## src/rtl/cbr_refresh_seq.sv

```systemverilog
module cbr_refresh_seq #(
  parameter int CLK_NS      = 20,
  parameter int PAUSE_NS    = 200000,
  parameter int INTERVAL_NS = 15600,
  parameter int INIT_CYCLES = 8,
  parameter int T_CSR_NS    = 5,
  parameter int T_WSU_NS    = 10,
  parameter int T_CHR_NS    = 15,
  parameter int T_RAS_NS    = 60,
  parameter int T_RP_NS     = 40,
  parameter int T_RC_NS     = 110,
  parameter int PEND_W      = 3,
  parameter int NUM_RAS     = 2,
  parameter int NUM_CAS     = 4
) (
  input  logic               clk,
  input  logic               rst_n,
  input  logic               ref_grant,
  output logic               ref_req,
  output logic               ref_drive,
  output logic               ref_done,
  output logic               init_done,
  output logic [NUM_RAS-1:0] ras_n,
  output logic [NUM_CAS-1:0] cas_n,
  output logic               we_n
);

  localparam int PAUSE_CYC = (PAUSE_NS + CLK_NS - 1) / CLK_NS;
  localparam int INT_CYC   = (INTERVAL_NS + CLK_NS - 1) / CLK_NS;
  localparam int SU_NS     = (T_CSR_NS > T_WSU_NS) ? T_CSR_NS : T_WSU_NS;
  localparam int CSR_RAW   = (SU_NS + CLK_NS - 1) / CLK_NS;
  localparam int CSR_CYC   = (CSR_RAW < 1) ? 1 : CSR_RAW;
  localparam int RASL_RAW  = (T_RAS_NS + CLK_NS - 1) / CLK_NS;
  localparam int CHR_RAW   = (T_CHR_NS + CLK_NS - 1) / CLK_NS;
  localparam int RAS_CYC   = (RASL_RAW > CHR_RAW) ? RASL_RAW : CHR_RAW;
  localparam int RP_RAW    = (T_RP_NS + CLK_NS - 1) / CLK_NS;
  localparam int RC_CYC    = (T_RC_NS + CLK_NS - 1) / CLK_NS;
  localparam int RP_CYC    = (RP_RAW > RC_CYC - RAS_CYC) ? RP_RAW : RC_CYC - RAS_CYC;
  localparam int TMR_MAX   = (PAUSE_CYC > INT_CYC) ? PAUSE_CYC : INT_CYC;
  localparam int TMR_W     = $clog2(TMR_MAX + 1);
  localparam int INIT_W    = $clog2(INIT_CYCLES + 1);
  localparam logic [PEND_W-1:0] PEND_MAX = '1;

  typedef enum logic [2:0] {S_PAUSE, S_IDLE, S_CAS, S_RAS, S_PRE} state_t;

  state_t            st;
  logic [7:0]        ph;
  logic [TMR_W-1:0]  tmr;
  logic [TMR_W-1:0]  itmr;
  logic [INIT_W-1:0] init_left;
  logic [PEND_W-1:0] pend;
  logic              tick, start, ph_end;

  assign tick      = init_done && (itmr == TMR_W'(INT_CYC - 1));
  assign ref_req   = init_done && (st == S_IDLE) && (pend != '0);
  assign start     = ref_req && ref_grant;
  assign ref_drive = (st == S_CAS) || (st == S_RAS) || (st == S_PRE);
  assign ras_n     = {NUM_RAS{st != S_RAS}};
  assign cas_n     = {NUM_CAS{!((st == S_CAS) || (st == S_RAS))}};
  assign we_n      = 1'b1;
  assign ph_end    = (st == S_CAS && ph == 8'(CSR_CYC - 1)) ||
                     (st == S_RAS && ph == 8'(RAS_CYC - 1)) ||
                     (st == S_PRE && ph == 8'(RP_CYC - 1));
  assign ref_done  = (st == S_PRE) && ph_end;

  always_ff @(posedge clk or negedge rst_n) begin
    if (!rst_n) begin
      st        <= S_PAUSE;
      ph        <= '0;
      tmr       <= '0;
      init_left <= INIT_W'(INIT_CYCLES);
      init_done <= 1'b0;
    end else begin
      case (st)
        S_PAUSE: begin
          if (tmr == TMR_W'(PAUSE_CYC - 1)) begin
            st <= S_CAS;
            ph <= '0;
          end else begin
            tmr <= tmr + 1'b1;
          end
        end
        S_IDLE: begin
          if (start) begin
            st <= S_CAS;
            ph <= '0;
          end
        end
        S_CAS: begin
          if (ph_end) begin
            st <= S_RAS;
            ph <= '0;
          end else begin
            ph <= ph + 1'b1;
          end
        end
        S_RAS: begin
          if (ph_end) begin
            st <= S_PRE;
            ph <= '0;
          end else begin
            ph <= ph + 1'b1;
          end
        end
        S_PRE: begin
          if (ph_end) begin
            ph <= '0;
            if (!init_done && init_left > INIT_W'(1)) begin
              init_left <= init_left - 1'b1;
              st        <= S_CAS;
            end else begin
              init_done <= 1'b1;
              st        <= S_IDLE;
            end
          end else begin
            ph <= ph + 1'b1;
          end
        end
        default: st <= S_PAUSE;
      endcase
    end
  end

  always_ff @(posedge clk or negedge rst_n) begin
    if (!rst_n) begin
      itmr <= '0;
      pend <= '0;
    end else begin
      if (init_done) itmr <= tick ? '0 : itmr + 1'b1;
      if (tick && !start && pend != PEND_MAX) pend <= pend + 1'b1;
      else if (start && !tick)                pend <= pend - 1'b1;
    end
  end

  logic [15:0] lo_len, hi_len;
  always_ff @(posedge clk or negedge rst_n) begin
    if (!rst_n) begin
      lo_len <= '0;
      hi_len <= '1;
    end else begin
      lo_len <= ras_n[0] ? '0 : (lo_len == '1 ? lo_len : lo_len + 1'b1);
      hi_len <= !ras_n[0] ? '0 : (hi_len == '1 ? hi_len : hi_len + 1'b1);
    end
  end

  a_r4_cas_before_ras: assert property (@(posedge clk) disable iff (!rst_n)
    $fell(ras_n[0]) |-> (cas_n == '0) && ($past(cas_n) == '0));
  a_r4_cas_held_to_ras_rise: assert property (@(posedge clk) disable iff (!rst_n)
    $rose(ras_n[0]) |-> ($past(cas_n) == '0));
  a_r5_ras_low_width: assert property (@(posedge clk) disable iff (!rst_n)
    $rose(ras_n[0]) |-> (lo_len >= 16'(RAS_CYC)));
  a_r5_precharge_width: assert property (@(posedge clk) disable iff (!rst_n)
    $fell(ras_n[0]) |-> (hi_len >= 16'(RP_CYC + CSR_CYC)));
  a_r2_no_req_before_ready: assert property (@(posedge clk) disable iff (!rst_n)
    ref_req |-> init_done);
  a_r8_start_needs_grant: assert property (@(posedge clk) disable iff (!rst_n)
    ($fell(cas_n[0]) && init_done) |-> ($past(ref_grant) && $past(ref_req)));
  a_r9_pending_no_wrap: assert property (@(posedge clk) disable iff (!rst_n)
    ($past(pend) == PEND_MAX && !$past(start)) |-> (pend == PEND_MAX));

endmodule

```

## config.mk

```make
export PLATFORM = sky130hd
export DESIGN_NAME = cbr_refresh_seq
export DESIGN_NICKNAME = d
export VERILOG_FILES = /design/src/rtl/cbr_refresh_seq.sv
export SDC_FILE = /design/constraint.sdc
export NUM_CORES = 1
export LEC_CHECK = 0
export ABC_AREA = 1
export BUFFER_PORTS_ARGS = -buffer_cell sky130_fd_sc_hd__buf_2
export CORE_MARGIN = 1.5
export CORE_UTILIZATION = 55
export CTS_CLUSTER_SIZE = 24
export DETAILED_ROUTE_END_ITERATION = 7
export PLACE_DENSITY = 0.88
export SLEW_MARGIN = 20
export SYNTH_ARGS = -nofsm -noshare
export SYNTH_HDL_FRONTEND = slang
export SYNTH_SLANG_ARGS = --single-unit
```

## constraint.sdc

```tcl
create_clock -name clk -period 2 [get_ports clk]
set_input_delay 0.6 -clock clk [delete_from_list [all_inputs] [get_ports clk]]
set_output_delay 0.6 -clock clk [all_outputs]
set_load 0.1 [all_outputs]
```

==> flow_metrics.tcl, run 1 <==
set metrics [dict create \
    status "finished, violations left" \
    violations "negative setup slack" \
    crit_type "flop to primary output" \
    htree_levels 2 \
    drc 0 \
    grt_max_degree 17 \
    chipHeight_um 74.6 \
    fmax_mhz 465 \
    tns_ns -0.367 \
    cts_root_buffer "clkbuf_8" \
    critPathMaxFanout 3 \
    synth_area_um2 2820 \
    avgSynthCellArea_um2 7.59 \
    end_kind "primary output" \
    yosysWarnings 0 \
    final_nets 415 \
    synth_area_leaders "dfrtp_1, nand2_1, nand3_1" \
    holdWs_ns 0.0930 \
    syn-num-nets 382 \
    most-common-layout-cells "nand2_1, inv_1, dfrtp_1" \
    drt_iter0_drc 234 \
    hold_class "primary input to asynchronous set/reset pin" \
    antenna_found_initial 0 \
    die_x_um 74.6 \
    routabilityCongestion 0.880 \
    skew_ns 0.00923 \
    antenna_cells 0 \
    maxSlewViolCount 0 \
    cts.sinks 47 \
    worstPathArrival_ns 1.55 \
    grt_pass1_vias 2292 \
    p_per_area_nw_per_um2 467 \
    hpwlAfterDp_um 4210 \
    async_flop_share_pct 100 \
    cts_tree "yes" \
    vias 2514 \
    wirelength_um 6200 \
    cts_buffers 5 \
    first_pass_iters 5 \
    layout-drive-gt1-share_pct 21.0 \
    design.die.area_um2 5560 \
    setup_violations 6 \
    initial_utilization_pct 58.5 \
    viasPerCell 5.33 \
    cts_buffer_depth 2 \
    critPathRequiredTime_ns 1.40 \
    synth-seq-cells 47 \
    crit_path_start_kind "flop" \
    synthCells 371 \
    yosysTopAreaCell "dfrtp_1" \
    clkLatencyLatePin_ns 0.31 \
    finalCriticalPeriod_ns 2.15 \
    ys_seq_area_share_pct 41.8 \
    finalWorstSetupSlack_ns -0.149 \
    synth_top_area_share_pct 40.9 \
    hold_violations 0 \
    ios 14 \
    cap_viol_max_count 0 \
    syn2layout_area_growth_pct 17.8 \
    fin_crit_sh_pct 107 \
    wl_per_cell_um 13.1 \
    yosys.cell_types.count 30 \
    p_leak_nw 1.72 \
    core_um2 4820 \
    ant_nets 0 \
    port_buffers 12 \
    synth_edf_count 0 \
    grt_pass1_wl_um 10200 \
    final_common_cell "nand2_1" \
    rows 25 \
    overflow 0 \
    clk_pin_slew_worst_paths_ns 0.08 \
    ir_drop_mv 0.415 \
    synth_top_flop_cell "dfrtp_1" \
    rsz0062_at_grt "yes" \
    grtUsageTotal_pct 24.2 \
]
-- cells in the mapped netlist (2+ instances only) --
library cell	number
nand3b_1	3
nand3_1	38
o21ai_0	10
o21ai_1	2
buf_4	7
nand2_2	6
nor3_1	9
nor2_2	6
dfrtp_1	46
inv_1	50
nand2_1	101
a21oi_1	4
ha_1	7
nor3_2	3
xor2_1	15
nand4_1	8
xnor2_1	6
nor2_1	36
inv_2	3
-- where the power goes --
group,switching (mW),internal [mW]
sequential,0,0.949
clock,0.319,0.246
combinational,0.0280,0.00547
total,0.347,1.20
-- worst max-delay path: stages, from the launching register on --
cell	delay (ns)
dfrtp_1	0.43
inv_2	0.14
nand2_8	0.07
nor2_4	0.08
nand2_1	0.06
nand2_1	0.08
nand2_2	0.07
nor2_4	0.13
buf_12	0.18
-- registers in the layout, summed over array words and instances (netlist names) --
| name | cells |
|---|---|
| tmr | 14 |
| st | 3 |
| ph | 8 |
| pend | 3 |
| init_left | 4 |
| init_done | 1 |
| itmr | 14 |
-- path summary, 6_finish.rpt --
kind,from,end,slack [ns],cells after the start
setup / recovery,st[2],ref_done,-0.15,8
hold / removal,rst_n,init_done,0.09,1
setup reg to reg,itmr[1],pend[2],0.12,13
hold reg to reg,itmr[8],itmr[8],0.49,1
max in group asynchronous,rst_n,init_left[3],1.42,2
min in group clk,itmr[8],itmr[8],0.49,1
-- per-layer routing --
layer | GRT usage (%) | vias to the layer above | part of all wire [%]
li1 | - | 1223 | -
met3 | 4.20 | 15 | 5.6
met2 | 39.9 | 91 | 50
met1 | 31.4 | 1185 | 42
met5 | 0 | - | 0
met4 | 10.9 | 0 | 2.2
-- stage by stage --
step / cells / utilization [%] / setup slack [ns] / total power, mW / area (µm²)
after floorplan: 371 / - / -0.132 / 0.979 / 2860
after global placement: 449 / 63.1 / 0.115 / 1.00 / 3040
after detailed placement: 449 / 63.1 / -0.0226 / 1.00 / 3040
after CTS: 467 / 67.2 / -0.107 / 1.55 / 3240
after global routing: 472 / 68.9 / -0.208 / 1.59 / 3320
final: 472 / 68.9 / -0.149 / 1.55 / 3320
-- cells by family (layout without fill, tap and decap cells) --
logic type,Yosys count,after routing,share of synthesized area [%]
flops,47,47,41.8
compound gates,16,16,2.84
other cells,1,1,0.133
xor+xnor,21,21,6.53
fa+ha+maj,8,8,3.82
simple gates,216,216,35.4
buf+inv,62,96,9.51
-- what timing repair did --
item / 4_1_cts / 5_1_grt
setup buffers: 10 / 5
hold buffers: 0 / 0
resized for setup: 14 / 14
endpoints found under the setup margin: 8 / 7
pin swaps: 4 / 4
-- area by class of cell --
class | instances | area, µm²
fillers | 365 | 1500
multi-input cells | 262 | 1450
flip-flops and latches | 47 | 1180
repair buffers | 35 | 315
inverters | 53 | 203
well taps | 67 | 83.8
clock buffers | 7 | 76.3
clock inverters | 1 | 5.00
Note: power is estimated with default switching activity, not from simulation.
==> inputs of run 2 (changes only) <==
HOLD_SLACK_MARGIN = 0.1   (was unset)
==> run 2 against run 1 <==
Effect of this change:
- the flow still finishes with violations (negative setup slack)
- critical path type unchanged
- setup slack got worse by 0.0027 ns
- via count fell by 0.48%
- critical endpoint unchanged
- wire length rose by 1.0%
==> flow_metrics.tcl, run 2 (synthesis gave the netlist of run 1 again) <==
set metrics [dict create \
    grt_pass1_wl_um 10200 \
    cts_buffers 5 \
    timing.rr.end "pend[2]" \
    most-common-layout-cells "nand2_1, inv_1, dfrtp_1" \
    ant_nets 0 \
    cap_viol_max_count 0 \
    design.die.area_um2 5560 \
    vias 2502 \
    critPathMaxFanout 7 \
    cts.sinks 47 \
    end_kind "primary output" \
    rsz0062_at_grt "yes" \
    wirelength_um 6260 \
    crit_path_start_kind "flop" \
    finalWorstSetupSlack_ns -0.151 \
    initial_utilization_pct 58.5 \
    routabilityCongestion 0.880 \
    violations "negative setup slack" \
    dp_cells 449 \
    viasPerCell 5.29 \
    drc 0 \
    maxSlewViolCount 0 \
    fin_crit_sh_pct 108 \
    grt_max_degree 17 \
    hpwlAfterDp_um 4210 \
    final_nets 416 \
    fmax_mhz 465 \
    hold_violations 0 \
    finalCriticalPeriod_ns 2.15 \
    hold_start "itmr[8]" \
    first_pass_iters 5 \
    cts_buffer_depth 2 \
    setup_violations 3 \
    wl_per_cell_um 13.2 \
    overflow 0 \
    status "finished, violations left" \
    worstPathArrival_ns 1.55 \
    antenna_found_initial 0 \
    fin_total_pwr_mw 1.54 \
    layout-drive-gt1-share_pct 20.9 \
    cts_root_buffer "clkbuf_8" \
    grt_pass1_vias 2299 \
    antenna_cells 0 \
    critPathRequiredTime_ns 1.40 \
    grtUsageTotal_pct 24.2 \
    holdWs_ns 0.486 \
    hold_class "flop to flop" \
    skew_ns 0.00939 \
    syn2layout_area_growth_pct 18.1 \
    n_fill_cell 367 \
    clk_pin_slew_worst_paths_ns 0.09 \
    p_per_area_nw_per_um2 464 \
    htree_levels 2 \
    rows 25 \
    crit_type "flop to primary output" \
    reg_top3 "itmr: 14 flops, tmr: 14 flops, ph: 8 flops" \
    p_leak_nw 1.73 \
    fin_cells 473 \
    timing.reg2reg.setup_slack_ns 0.12 \
    r2r_cells 13 \
    hold_path_end "itmr[8]" \
    whs_path_depth 1 \
    final_core_util_pct 69.1 \
    core_um2 4820 \
    final_common_cell "nand2_1" \
    ios 14 \
    port_buffers 12 \
    drt_iter0_drc 258 \
    r2r-start "itmr[1]" \
    chipHeight_um 74.6 \
    clkLatencyLatePin_ns 0.30 \
    ir_drop_mv 0.415 \
    die_x_um 74.6 \
    cts_tree "yes" \
]
[run 2: worst max path at each step]
stage | startpoint | endpoint | slack [ns] | cells past startpoint
finish | st[1] | ref_done | -0.15 | 7
global route | ph[1] | ref_done | -0.22 | 7
CTS | ph[2] | ref_done | -0.11 | 5
detailed placement | itmr[0] | pend[2] | -0.02 | 14
global placement | itmr[0] | pend[2] | 0.11 | 14
floorplan | st[2] | ref_done | -0.13 | 7
[run 2: per-layer routing]
metal	global-route usage (%)	vias up	routed length, µm
li1	-	1223	-
met1	31.4	1177	2620
met2	39.9	90	3210
met3	4.20	12	325
met4	10.9	0	109
met5	0	-	0
[run 2: repair_timing]
item	in CTS	in global routing
cloned	0	0
setup endpoints to repair	8	7
buffers inserted	10	5
hold buffers	1	0
endpoints found under the hold margin	3	0
pin swaps	4	4
resized for setup	14	14
[run 2: report_power, final]
group          switching, mW  internal [mW]  total, mW
combinational         0.0284        0.00675     0.0352
sequential                 0          0.949      0.949
clock                  0.313          0.246      0.559
total                  0.341           1.20       1.54
[run 2: metrics by stage]
stage	setup TNS, ns	cell area (µm²)	setup slack (ns)
after detailed placement	-0.0226	3040	-0.0226
after global placement	0	3040	0.115
final	-0.346	3330	-0.151
after floorplan	-0.201	2860	-0.132
after global routing	-0.666	3330	-0.223
after CTS	-0.179	3250	-0.107
[run 2: area by class of cell]
cell class | instances | area (µm²) | share of cell area, %
Clock inverter | 1 | 5.00 | 0.150
Timing Repair Buffer | 36 | 325 | 9.78
Inverter | 53 | 203 | 6.09
Multi-Input combinational cell | 262 | 1450 | 43.6
Sequential cell | 47 | 1180 | 35.6
Tap cell | 67 | 83.8 | 2.52
Clock buffer | 7 | 76.3 | 2.29
[run 2: worst max-delay path: stages (launching register included)]
cell	delay, ns
dfrtp_2	0.52
nand2_1	0.09
nand2_1	0.09
nand3_1	0.08
nand2_1	0.08
nand2_2	0.07
nor2_4	0.13
buf_12	0.18
